File: src/rtl/uart_rx_pkg.sv
package uart_rx_pkg;
  localparam int DATA_W = 8;
  localparam int OSR    = 16;
  localparam int OSR_W  = $clog2(OSR);
  localparam int BIDX_W = $clog2(DATA_W);
  localparam int ADDR_W = 2;

  localparam logic [ADDR_W-1:0] ADDR_DATA = 2'd0;
  localparam logic [ADDR_W-1:0] ADDR_STAT = 2'd1;
  localparam logic [ADDR_W-1:0] ADDR_CTRL = 2'd2;

  typedef enum logic [2:0] {
    RX_IDLE, RX_START, RX_DATA, RX_STOP, RX_HOLD
  } rx_state_e;

  typedef struct packed {
    logic ovr;
    logic brk;
    logic ferr;
    logic rda;
  } rx_status_t;

  // classify a stop-bit sample: returns {ferr, brk}
  function automatic logic [1:0] stop_class(input logic stop_bit,
                                             input logic [DATA_W-1:0] d);
    logic zero;
    zero = (d == '0);
    return {!stop_bit && !zero, !stop_bit && zero};
  endfunction

  function automatic logic [DATA_W-1:0] pack_status(input rx_status_t s);
    return {{(DATA_W-4){1'b0}}, s.ovr, s.brk, s.ferr, s.rda};
  endfunction
endpackage

File: src/rtl/rx_tick_gen.sv
module rx_tick_gen #(
  parameter int DIV_W = 16
) (
  input  logic             clk,
  input  logic             rst_n,
  input  logic [DIV_W-1:0] baud_div,
  output logic             tick
);
  logic [DIV_W-1:0] cnt_q;
  logic [DIV_W:0]   cnt_inc;

  assign cnt_inc = {1'b0, cnt_q} + 1'b1;
  assign tick    = (cnt_inc >= {1'b0, baud_div});

  always_ff @(posedge clk or negedge rst_n) begin
    if (!rst_n)    cnt_q <= '0;
    else if (tick) cnt_q <= '0;
    else           cnt_q <= cnt_inc[DIV_W-1:0];
  end
endmodule

File: src/rtl/rx_bit_engine.sv
module rx_bit_engine
  import uart_rx_pkg::*;
(
  input  logic              clk,
  input  logic              rst_n,
  input  logic              tick,
  input  logic              rx_i,
  output logic              char_done,
  output logic [DATA_W-1:0] char_data,
  output logic              char_ferr,
  output logic              char_brk
);
  localparam logic [OSR_W-1:0]  LAST = OSR_W'(OSR - 1);
  localparam logic [OSR_W-1:0]  MID  = OSR_W'(OSR / 2 - 1);
  localparam logic [BIDX_W-1:0] TOP  = BIDX_W'(DATA_W - 1);

  logic [1:0]        sync_q;
  logic              rx_s;
  rx_state_e         st_q;
  logic [OSR_W-1:0]  os_q;
  logic [BIDX_W-1:0] bit_q;
  logic [DATA_W-1:0] sh_q;
  logic [1:0]        cls;

  assign rx_s = sync_q[1];
  assign cls  = stop_class(rx_s, sh_q);

  always_ff @(posedge clk or negedge rst_n) begin
    if (!rst_n) begin
      sync_q    <= 2'b11;
      st_q      <= RX_IDLE;
      os_q      <= '0;
      bit_q     <= '0;
      sh_q      <= '0;
      char_done <= 1'b0;
      char_data <= '0;
      char_ferr <= 1'b0;
      char_brk  <= 1'b0;
    end else begin
      sync_q    <= {sync_q[0], rx_i};
      char_done <= 1'b0;
      case (st_q)
        RX_IDLE:
          if (tick && !rx_s) begin
            st_q <= RX_START;
            os_q <= '0;
          end
        RX_START:
          if (tick) begin
            if (os_q == MID) begin
              st_q  <= rx_s ? RX_IDLE : RX_DATA;
              os_q  <= '0;
              bit_q <= '0;
            end else os_q <= os_q + 1'b1;
          end
        RX_DATA:
          if (tick) begin
            if (os_q == LAST) begin
              sh_q <= {rx_s, sh_q[DATA_W-1:1]};
              os_q <= '0;
              if (bit_q == TOP) st_q <= RX_STOP;
              else              bit_q <= bit_q + 1'b1;
            end else os_q <= os_q + 1'b1;
          end
        RX_STOP:
          if (tick) begin
            if (os_q == LAST) begin
              char_done <= 1'b1;
              char_data <= sh_q;
              char_ferr <= cls[1];
              char_brk  <= cls[0];
              os_q      <= '0;
              st_q      <= rx_s ? RX_IDLE : RX_HOLD;
            end else os_q <= os_q + 1'b1;
          end
        RX_HOLD:
          if (rx_s) st_q <= RX_IDLE;
        default: st_q <= RX_IDLE;
      endcase
    end
  end

  AST_SINGLE_DONE: assert property (@(posedge clk) disable iff (!rst_n)
    char_done |=> !char_done);
  AST_BRK_NOT_FERR: assert property (@(posedge clk) disable iff (!rst_n)
    char_done |-> !(char_ferr && char_brk));
endmodule

File: src/rtl/rx_regs.sv
module rx_regs
  import uart_rx_pkg::*;
(
  input  logic              clk,
  input  logic              rst_n,
  input  logic              char_done,
  input  logic [DATA_W-1:0] char_data,
  input  logic              char_ferr,
  input  logic              char_brk,
  input  logic [ADDR_W-1:0] bus_addr,
  input  logic              bus_rd,
  input  logic              bus_wr,
  input  logic [DATA_W-1:0] bus_wdata,
  output logic [DATA_W-1:0] bus_rdata,
  output logic              irq_o
);
  logic [DATA_W-1:0] data_q, data_n;
  rx_status_t        st_q, st_n;
  logic              pend_q, pend_n, pbrk_q, pbrk_n, ie_q;
  logic              rd_data, rd_stat;
  logic [DATA_W-1:0] status_w;

  assign rd_data  = bus_rd && (bus_addr == ADDR_DATA);
  assign rd_stat  = bus_rd && (bus_addr == ADDR_STAT);
  assign status_w = pack_status(st_q);

  always_comb begin
    data_n = data_q;
    st_n   = st_q;
    pend_n = pend_q;
    pbrk_n = pbrk_q;
    if (rd_data) begin
      if (pend_q) begin
        st_n   = '{ovr: 1'b1, brk: pbrk_q, ferr: 1'b0, rda: 1'b1};
        pend_n = 1'b0;
        pbrk_n = 1'b0;
      end else begin
        st_n = '0;
      end
    end
    if (char_done) begin
      if (!st_n.rda) begin
        data_n    = char_data;
        st_n.rda  = 1'b1;
        st_n.ferr = char_ferr;
        st_n.brk  = char_brk;
      end else begin
        pend_n = 1'b1;
        pbrk_n = pbrk_n | char_brk;
      end
    end
  end

  always_ff @(posedge clk or negedge rst_n) begin
    if (!rst_n) begin
      data_q <= '0;
      st_q   <= '0;
      pend_q <= 1'b0;
      pbrk_q <= 1'b0;
      ie_q   <= 1'b0;
    end else begin
      data_q <= data_n;
      st_q   <= st_n;
      pend_q <= pend_n;
      pbrk_q <= pbrk_n;
      if (bus_wr && bus_addr == ADDR_CTRL) ie_q <= bus_wdata[0];
    end
  end

  always_comb begin
    case (bus_addr)
      ADDR_DATA: bus_rdata = data_q;
      ADDR_STAT: bus_rdata = status_w;
      ADDR_CTRL: bus_rdata = {{(DATA_W-1){1'b0}}, ie_q};
      default:   bus_rdata = '0;
    endcase
  end

  assign irq_o = (st_q.rda && ie_q) || st_q.ferr || st_q.brk || st_q.ovr;

  AST_KEEP_BYTE: assert property (@(posedge clk) disable iff (!rst_n)
    (char_done && st_q.rda && !rd_data) |=> $stable(data_q));
  AST_HIDE_OVR: assert property (@(posedge clk) disable iff (!rst_n)
    (char_done && st_q.rda && !st_q.ovr && !rd_data) |=> !st_q.ovr);
  AST_REVEAL_OVR: assert property (@(posedge clk) disable iff (!rst_n)
    (rd_data && pend_q) |=> (st_q.ovr && st_q.rda && irq_o));
  AST_CLEAR_ERR: assert property (@(posedge clk) disable iff (!rst_n)
    (rd_data && !pend_q && !char_done) |=> (status_w == '0));
  AST_STAT_NOSIDE: assert property (@(posedge clk) disable iff (!rst_n)
    (rd_stat && !char_done) |=> ($stable(status_w) && $stable(data_q)));
endmodule

File: src/rtl/uart_rx_ovr.sv
module uart_rx_ovr
  import uart_rx_pkg::*;
#(
  parameter int DIV_W = 16
) (
  input  logic             clk,
  input  logic             rst_n,
  input  logic [DIV_W-1:0] baud_div,
  input  logic             rx_i,
  input  logic [1:0]       bus_addr,
  input  logic             bus_rd,
  input  logic             bus_wr,
  input  logic [7:0]       bus_wdata,
  output logic [7:0]       bus_rdata,
  output logic             irq_o
);
  logic              tick;
  logic              char_done, char_ferr, char_brk;
  logic [DATA_W-1:0] char_data;

  rx_tick_gen #(.DIV_W(DIV_W)) i_tick (
    .clk(clk), .rst_n(rst_n), .baud_div(baud_div), .tick(tick)
  );

  rx_bit_engine i_eng (
    .clk(clk), .rst_n(rst_n), .tick(tick), .rx_i(rx_i),
    .char_done(char_done), .char_data(char_data),
    .char_ferr(char_ferr), .char_brk(char_brk)
  );

  rx_regs i_regs (
    .clk(clk), .rst_n(rst_n),
    .char_done(char_done), .char_data(char_data),
    .char_ferr(char_ferr), .char_brk(char_brk),
    .bus_addr(bus_addr), .bus_rd(bus_rd), .bus_wr(bus_wr),
    .bus_wdata(bus_wdata), .bus_rdata(bus_rdata), .irq_o(irq_o)
  );
endmodule

File: config.mk
export PLATFORM = sky130hd
export DESIGN_NAME = uart_rx_ovr
export DESIGN_NICKNAME = d
export VERILOG_FILES = /design/src/rtl/uart_rx_pkg.sv /design/src/rtl/rx_tick_gen.sv /design/src/rtl/rx_bit_engine.sv /design/src/rtl/rx_regs.sv /design/src/rtl/uart_rx_ovr.sv
export SDC_FILE = /design/constraint.sdc
export NUM_CORES = 1
export LEC_CHECK = 0
export CAP_MARGIN = 30
export CORE_MARGIN = 3
export CORE_UTILIZATION = 54
export DETAILED_ROUTE_END_ITERATION = 8
export MAX_ROUTING_LAYER = met4
export PLACE_DENSITY = 0.77
export SYNTH_ARGS = -nofsm -noshare
export SYNTH_HDL_FRONTEND = slang
export SYNTH_HIERARCHICAL = 1
export SYNTH_SLANG_ARGS = --single-unit
File: constraint.sdc
create_clock -name clk -period 7.2 [get_ports clk]
set_clock_uncertainty 0.05 [all_clocks]
set_input_delay 1.08 -clock clk [delete_from_list [all_inputs] [get_ports clk]]
set_output_delay 1.08 -clock clk [all_outputs]
set_load 0.01 [all_outputs]
==> results of run 1 <==
## flip-flops by register name, summed over array words and instances (netlist names), 2 cells and up
| register | flops |
|---|---|
| i_eng/char_data | 8 |
| i_eng/st_q | 3 |
| i_regs/st_q | 4 |
| i_eng/sync_q | 2 |
| i_tick/cnt_q | 16 |
| i_eng/os_q | 4 |
| i_regs/data_q | 8 |
| i_eng/sh_q | 8 |
| i_eng/bit_q | 3 |
## worst reg2reg max path: stages (launching register included)
cell and delay (ns):
dfrtp_1 0.39, and3_1 0.35, and3_1 0.28, nand3_1 0.11
xnor2_1 0.22, ha_1 0.29, a21oi_1 0.12, o21ai_1 0.08
a221o_1 0.32, a311o_1 0.54, nand2b_1 0.34, nor4b_1 0.20
a2111oi_1 0.49, nor3_2 0.13, mux2_1 0.33
## Yosys cell counts, drive strengths merged (2+ instances only)
library cell / number
nand2: 22
and4: 3
or3b: 2
nor4: 2
a31oi: 2
and2b: 7
nand2b: 4
o22ai: 4
nand4: 5
and2: 4
nor3: 7
nor2: 20
dfstp: 2
nand3: 13
xor2: 3
dfrtp: 60
nor2b: 3
a21o: 2
or3: 2
buf: 9
o21ai: 6
inv: 26
a21oi: 9
a211oi: 2
a2111oi: 2
mux2i: 6
and3b: 2
ha: 20
mux2: 32
and3: 9
xnor2: 11
## kinds of logic after synthesis
group | share of synthesized area, %
buffers and inverters | 5.12
adders and majority gates | 7.37
DFF | 45.8
muxes | 12.4
and+or+nand+nor | 17.7
xor gates and xnor gates | 3.61
AOI/OAI and AO/OA | 8.00
## metrics by stage
step | power [mW] | utilization (%)
finish | 0.978 | 66.2
global route | 1.05 | 66.2
CTS | 0.992 | 66.2
detailed placement | 0.637 | 62.3
global placement | 0.626 | 62.3
floorplan | 0.577 | -
## final cells by class
class	count	area, um2	area share [%]
Timing Repair Buffer	33	323	8.13
Multi-Input combinational cell	215	1670	42.0
Clock buffer	13	169	4.26
Tap cell	75	93.8	2.36
Clock inverter	3	65.1	1.64
Sequential cell	62	1550	39.2
Inverter	26	97.6	2.46
## metal layers
| metal | up-vias | track usage (%) |
|---|---|---|
| met5 | - | - |
| met4 | 0 | 5.18 |
| met3 | 4 | 6.80 |
| met2 | 29 | 29.3 |
| met1 | 1150 | 23.0 |
| li1 | 1167 | - |
## where the power goes
group | internal [mW] | total [mW] | switching, mW
Sequential | 0.386 | 0.425 | 0.0381
Combinational | 0.0986 | 0.204 | 0.106
Clock | 0.223 | 0.349 | 0.126
Total | 0.708 | 0.978 | 0.270
## layout by cell type (no fill, tap or decap), types with 2 or more instances in the layout
cell type,n
inv_1,26
bufinv_16,2
a31oi_1,2
and3b_1,2
and2_1,4
clkdlybuf4s50_1,31
nor3_1,6
nor2b_1,3
nor4_1,2
or3b_1,2
or3_1,2
a21oi_1,8
dfstp_2,2
mux2i_1,6
ha_1,20
nand2b_1,4
clkbuf_8,12
nand4_1,4
and2b_1,6
dfrtp_1,60
o21ai_0,5
mux2_1,2
xor2_1,3
and4_1,2
nand2_1,22
and3_1,9
o22ai_1,4
nand3_1,13
nor2_1,20
xnor2_1,11
mux2_2,30
## worst min path at each step
stage                           end  slack, ns
floorplan           i_eng/sync_q[1]       0.30
global route        i_eng/sync_q[1]       0.32
detailed placement  i_eng/sync_q[1]       0.30
CTS                 i_eng/sync_q[1]       0.31
finish              i_eng/sync_q[1]       0.31
global placement    i_eng/sync_q[1]       0.30
==> flow_metrics.py, run 1 <==
metrics = {
    "status": {
        "outcome": "finished, final reports clean",
    },
    "timing": {
        "fin_ws_ns": 2.86,
        "drv_slew": 0,
        "max_slew_margin_pct": 49.2,
        "tns_ns": 0,
        "post-route-period-util_pct": 60.3,
        "grt_setup_unrepaired": "no",
        "setup_violations": 0,
        "worst_hold_slack_ns": 0.313,
        "fmax_ghz": 0.230,
        "worst_pin_slew_ns": 0.762,
        "min_period_ns": 4.34,
        "hold_viol_final": 0,
    },
    "global_route": {
        "grt_pass1_wl_mm": 10.5,
        "grt_overflow": 0,
        "antenna_found_initial": 0,
        "grtUsageTotal_pct": 18.7,
        "grt_max_degree": 63,
        "grt_pass1_vias": 2296,
    },
    "detailed_routing": {
        "dr_wl_met2_mm": 2.96,
        "dr.pass1.iters": 4,
        "drc": 0,
        "vias_per_cell": 5.50,
        "wl_per_cell_um": 13.8,
        "vias": 2350,
        "drt-met1-wl_mm": 2.73,
        "dr_wl_met3_um": 186,
        "ant_nets": 0,
        "top_layer": "met4",
        "drtIter0Drc": 124,
        "wirelength_mm": 5.91,
    },
    "clock_tree": {
        "cts_tree": "yes",
        "worstSkewPairLatency_ns": 0.33,
        "htreeDepth": 3,
        "path_clk_slew_ns": 0.07,
        "cts_resized": 0,
        "clk_path_buf_depth": 2,
        "cts_root_buffer": "clkbuf_8",
        "ctsHoldBuffers": 0,
        "cts_buffers": 9,
        "post-cts-setup-buffers": 0,
        "cts.sinks": 62,
    },
    "synth": {
        "ys_warn_count": 6,
        "synth.largest_area_cell": "dfrtp_1",
        "synth_edf_count": 0,
        "synthFlopType": "dfrtp_1",
        "synth.area.top_cells": "dfrtp_1 44%, mux2_2 10%, ha_1 7.4%",
        "ys_seq_area_share_pct": 45.8,
        "ys_types": 55,
        "async_flop_share_pct": 100,
        "postSynthAreaPerCell_um2": 10.8,
        "synth_seq_cells": 62,
        "synthCells": 313,
        "mappedNetlistArea_mm2": 0.00339,
        "synth_top_area_share_pct": 44.2,
        "syn_nets": 364,
    },
    "critical_path": {
        "end_kind": "register",
        "path_cells": "and3_1 -> and3_1 -> nand3_1 -> xnor2_1 -> ha_1 -> a21oi_1 -> o21ai_1 -> a221o_1 -> a311o_1 -> nand2b_1 -> nor4b_1 -> a2111oi_1 -> nor3_2 -> mux2_1",
        "crit_buf_inv": 0,
        "worstReg2RegEnd": "i_eng/st_q[0]",
        "crit_arrival_ns": 4.51,
        "crit_slowest_cell": "a311o_1",
        "crit_required_ns": 7.36,
        "r2r_start": "i_tick/cnt_q[2]",
        "max_stage_delay_ns": 0.54,
        "cp_max_fo": 17,
        "critPathKind": "reg -> reg",
        "r2r_slack_ns": 2.86,
        "cp_top_family": "compound AO/OA/AOI/OAI gates",
        "worstSetupStartpointType": "register",
        "reg2regPathDepth": 14,
        "cp.depth": 14,
        "endpoint": "i_eng/st_q[0]",
        "crit_path_frequent_cell": "and3_1",
        "crit_start": "i_tick/cnt_q[2]",
    },
    "cells_and_area": {
        "syn_to_final_growth_pct": 16.9,
        "num_antenna_cells": 0,
        "drive_above_1_share_pct": 17.3,
        "stdcell_count": 427,
        "final_area_mm2": 0.00397,
        "final_nets": 398,
        "fillCellCount": 454,
    },
    "placed_design": {
        "placed_cells": 411,
        "dp_slack_ns": 2.56,
        "place_area_mm2": 0.00373,
        "hpwlAfterDp_mm": 4.26,
        "gp_congestion": 0.901,
        "portBuffers": 32,
    },
    "worst_hold_path": {
        "hold_depth": 0,
        "hp-class": "reg -> reg",
        "min-delay-start": "i_eng/sync_q[0]",
    },
    "floorplanning": {
        "die_area_mm2": 0.00727,
        "initial_core_util_pct": 56.7,
        "core_mm2": 0.00599,
        "rows": 28,
        "fp.dieH_um": 85.3,
        "pin_count": 40,
        "die_x_um": 85.3,
    },
    "power_and_ir_drop": {
        "powerDensity_mw_per_mm2": 246,
        "vdd_ir_drop_max_mv": 0.194,
        "leakage_nw": 2.02,
    },
    "job": {
        "drv_cap": 0,
    },
}
No activity file was read; power rests on OpenSTA's default activity.
==> inputs of run 2 (changes only) <==
Settings changed: CORE_UTILIZATION 54 to 51.
Clock period 7.2 ns to 3.5 ns, I/O delays scaled along.
==> run 2 against run 1 <==
Net effect:
- combinational power grew to 3.0 times the previous value
- critical path depth is the same
- critical path type unchanged
- register-to-register slack lost 2.8 ns
- clock power grew 99%
- via count grew 6.6%
==> flow_metrics.py, run 2 (synthesis results as in run 1) <==
metrics = {
    "status": {
        "outcome": "finished, final reports clean",
    },
    "timing": {
        "max_slew_margin_pct": 56.7,
        "fmax_ghz": 0.287,
        "hold_viol_final": 0,
        "post-route-period-util_pct": 99.6,
        "fin_ws_ns": 0.0124,
        "worst_pin_slew_ns": 0.650,
        "min_period_ns": 3.49,
        "drv_slew": 0,
        "grt_setup_unrepaired": "yes",
        "setup_violations": 0,
    },
    "global_route": {
        "grt_pass1_wl_mm": 11.4,
        "grt-busiest-layer": "met2",
        "met2_usage_pct": 31.7,
        "globalRouteMet1Util_pct": 23.8,
        "grt_pass1_vias": 2507,
        "grt_overflow": 0,
        "grtUsageTotal_pct": 19.6,
        "antenna_found_initial": 0,
        "gr-usage-met3_pct": 5.17,
        "grt_max_degree": 39,
    },
    "critical_path": {
        "max_stage_delay_ns": 0.38,
        "crit_path_frequent_cell": "nor3_2",
        "worstSetupStartpointType": "register",
        "path_cells": "ha_2 -> and3_4 -> nand4_1 -> xnor2_2 -> ha_1 -> nand3_2 -> nor3_2 -> a221o_1 -> a311o_1 -> nand2b_4 -> buf_6 -> a2111oi_4 -> nor3_2 -> mux2_1",
        "crit_slowest_cell": "dfrtp_1",
        "r2r_slack_ns": 0.01,
        "critPathKind": "reg -> reg",
        "r2r_start": "i_tick/cnt_q[0]",
        "worstReg2RegEnd": "i_eng/st_q[0]",
        "cp_max_fo": 4,
        "crit_required_ns": 3.67,
        "end_kind": "register",
        "reg2regPathDepth": 14,
        "crit_arrival_ns": 3.66,
    },
    "clock_tree": {
        "clk_path_buf_depth": 2,
        "cts.sinks": 62,
        "htreeDepth": 3,
        "worstSkewPairLatency_ns": 0.34,
        "path_clk_slew_ns": 0.06,
        "cts_root_buffer": "clkbuf_8",
        "cts_tree": "yes",
        "cts_buffers": 9,
    },
    "cells_and_area": {
        "stdcell_count": 459,
        "final_nets": 429,
        "syn_to_final_growth_pct": 28.2,
        "final_cell_mix": "60 x dfrtp_1, 31 x clkdlybuf4s50_1, 29 x mux2_2",
        "largest_reg_flops": 16,
        "final_common_cell": "dfrtp_1",
        "fillCellCount": 475,
        "num_antenna_cells": 0,
        "drive_above_1_share_pct": 28.0,
        "top_register": "i_tick/cnt_q",
    },
    "detailed_routing": {
        "ant_nets": 0,
        "wirelength_mm": 6.82,
        "dr.pass1.iters": 5,
        "vias_per_cell": 5.46,
        "vias": 2505,
        "wl_per_cell_um": 14.9,
        "drc": 0,
        "drtIter0Drc": 138,
    },
    "floorplanning": {
        "pin_count": 40,
        "die_area_mm2": 0.00767,
        "fp.dieH_um": 87.6,
        "core_mm2": 0.00639,
        "rows": 29,
        "initial_core_util_pct": 53.2,
        "die_x_um": 87.6,
    },
    "placed_design": {
        "dp_slack_ns": -0.185,
        "portBuffers": 32,
        "placed_cells": 437,
        "hpwlAfterDp_mm": 4.73,
        "gp_congestion": 0.878,
    },
    "worst_hold_path": {
        "hold_depth": 0,
        "hp-class": "reg -> reg",
        "min-delay-start": "i_eng/sync_q[0]",
        "hold_path_end": "i_eng/sync_q[1]",
    },
    "job": {
        "drv_cap": 0,
    },
    "power_and_ir_drop": {
        "vdd_ir_drop_max_mv": 0.406,
        "powerDensity_mw_per_mm2": 497,
        "leakage_nw": 2.21,
    },
}
run 2: area by class of cell:
type	count	area, um2	area share [%]
Inverter	26	97.6	2.24
Tap cell	77	96.3	2.21
Multi-Input combinational cell	216	1800	41.4
Timing Repair Buffer	63	579	13.3
Clock inverter	4	70.1	1.61
Clock buffer	11	151	3.48
Sequential cell	62	1550	35.7
run 2: worst max-delay path: cells and delay by family, from the launching register on:
| kind | cells | cell delay (ns) |
|---|---|---|
| DFF | 1 | 0.38 |
| xor gates and xnor gates | 1 | 0.19 |
| AOI/OAI and AO/OA | 3 | 0.96 |
| and+or+nand+nor | 6 | 0.79 |
| adders and majority gates | 2 | 0.53 |
| muxes | 1 | 0.32 |
| buffers and inverters | 1 | 0.13 |
run 2: per-stage QoR:
| step | hold slack, ns | cell area, um2 | total power, mW | setup TNS, ns | utilization (%) |
|---|---|---|---|---|---|
| 2_1_floorplan | 0.179 | 3450 | 1.20 | -0.271 | - |
| 3_3_place_gp | 0.296 | 3960 | 1.41 | -0.395 | 62.0 |
| 3_5_place_dp | 0.302 | 3980 | 1.44 | -2.04 | 62.3 |
| 4_1_cts | 0.311 | 4290 | 2.18 | 0 | 67.1 |
| 5_1_grt | 0.313 | 4350 | 2.31 | -0.251 | 68.2 |
| 6_report | 0.309 | 4350 | 2.16 | 0 | 68.2 |
run 2: how the worst max path moves through the flow:
stage | startpoint | end | slack, ns | cells past startpoint
final | i_tick/cnt_q[0] | i_eng/st_q[0] | 0.01 | 14
after global routing | i_tick/cnt_q[0] | i_eng/st_q[0] | -0.12 | 14
after CTS | i_tick/cnt_q[0] | i_eng/st_q[0] | 0.01 | 14
after detailed placement | i_tick/cnt_q[0] | i_eng/st_q[0] | -0.19 | 14
after global placement | i_tick/cnt_q[0] | i_eng/st_q[0] | -0.07 | 14
after floorplan | i_tick/cnt_q[2] | i_eng/st_q[0] | -0.14 | 16
run 2: routing by layer:
metal / vias up / part of all wire [%]
met1: 1215 / 44
li1: 1234 / -
met2: 42 / 50
met3: 14 / 4.6
met4: 0 / 1.5
met5: - / 0
run 2: power breakdown:
part | internal, mW | switching [mW] | leakage (nW)
Sequential | 0.795 | 0.0557 | 0.819
Clock | 0.433 | 0.262 | 0.115
Combinational | 0.331 | 0.288 | 1.27
Total | 1.56 | 0.605 | 2.21
run 2: what timing repair did:
action	CTS	global route
resized for setup	10	8
cloned	0	1
pin swaps	11	3
hold buffers	1	0
setup buffers	3	2
endpoints found under the setup margin	21	19
hold endpoints to repair	9	0
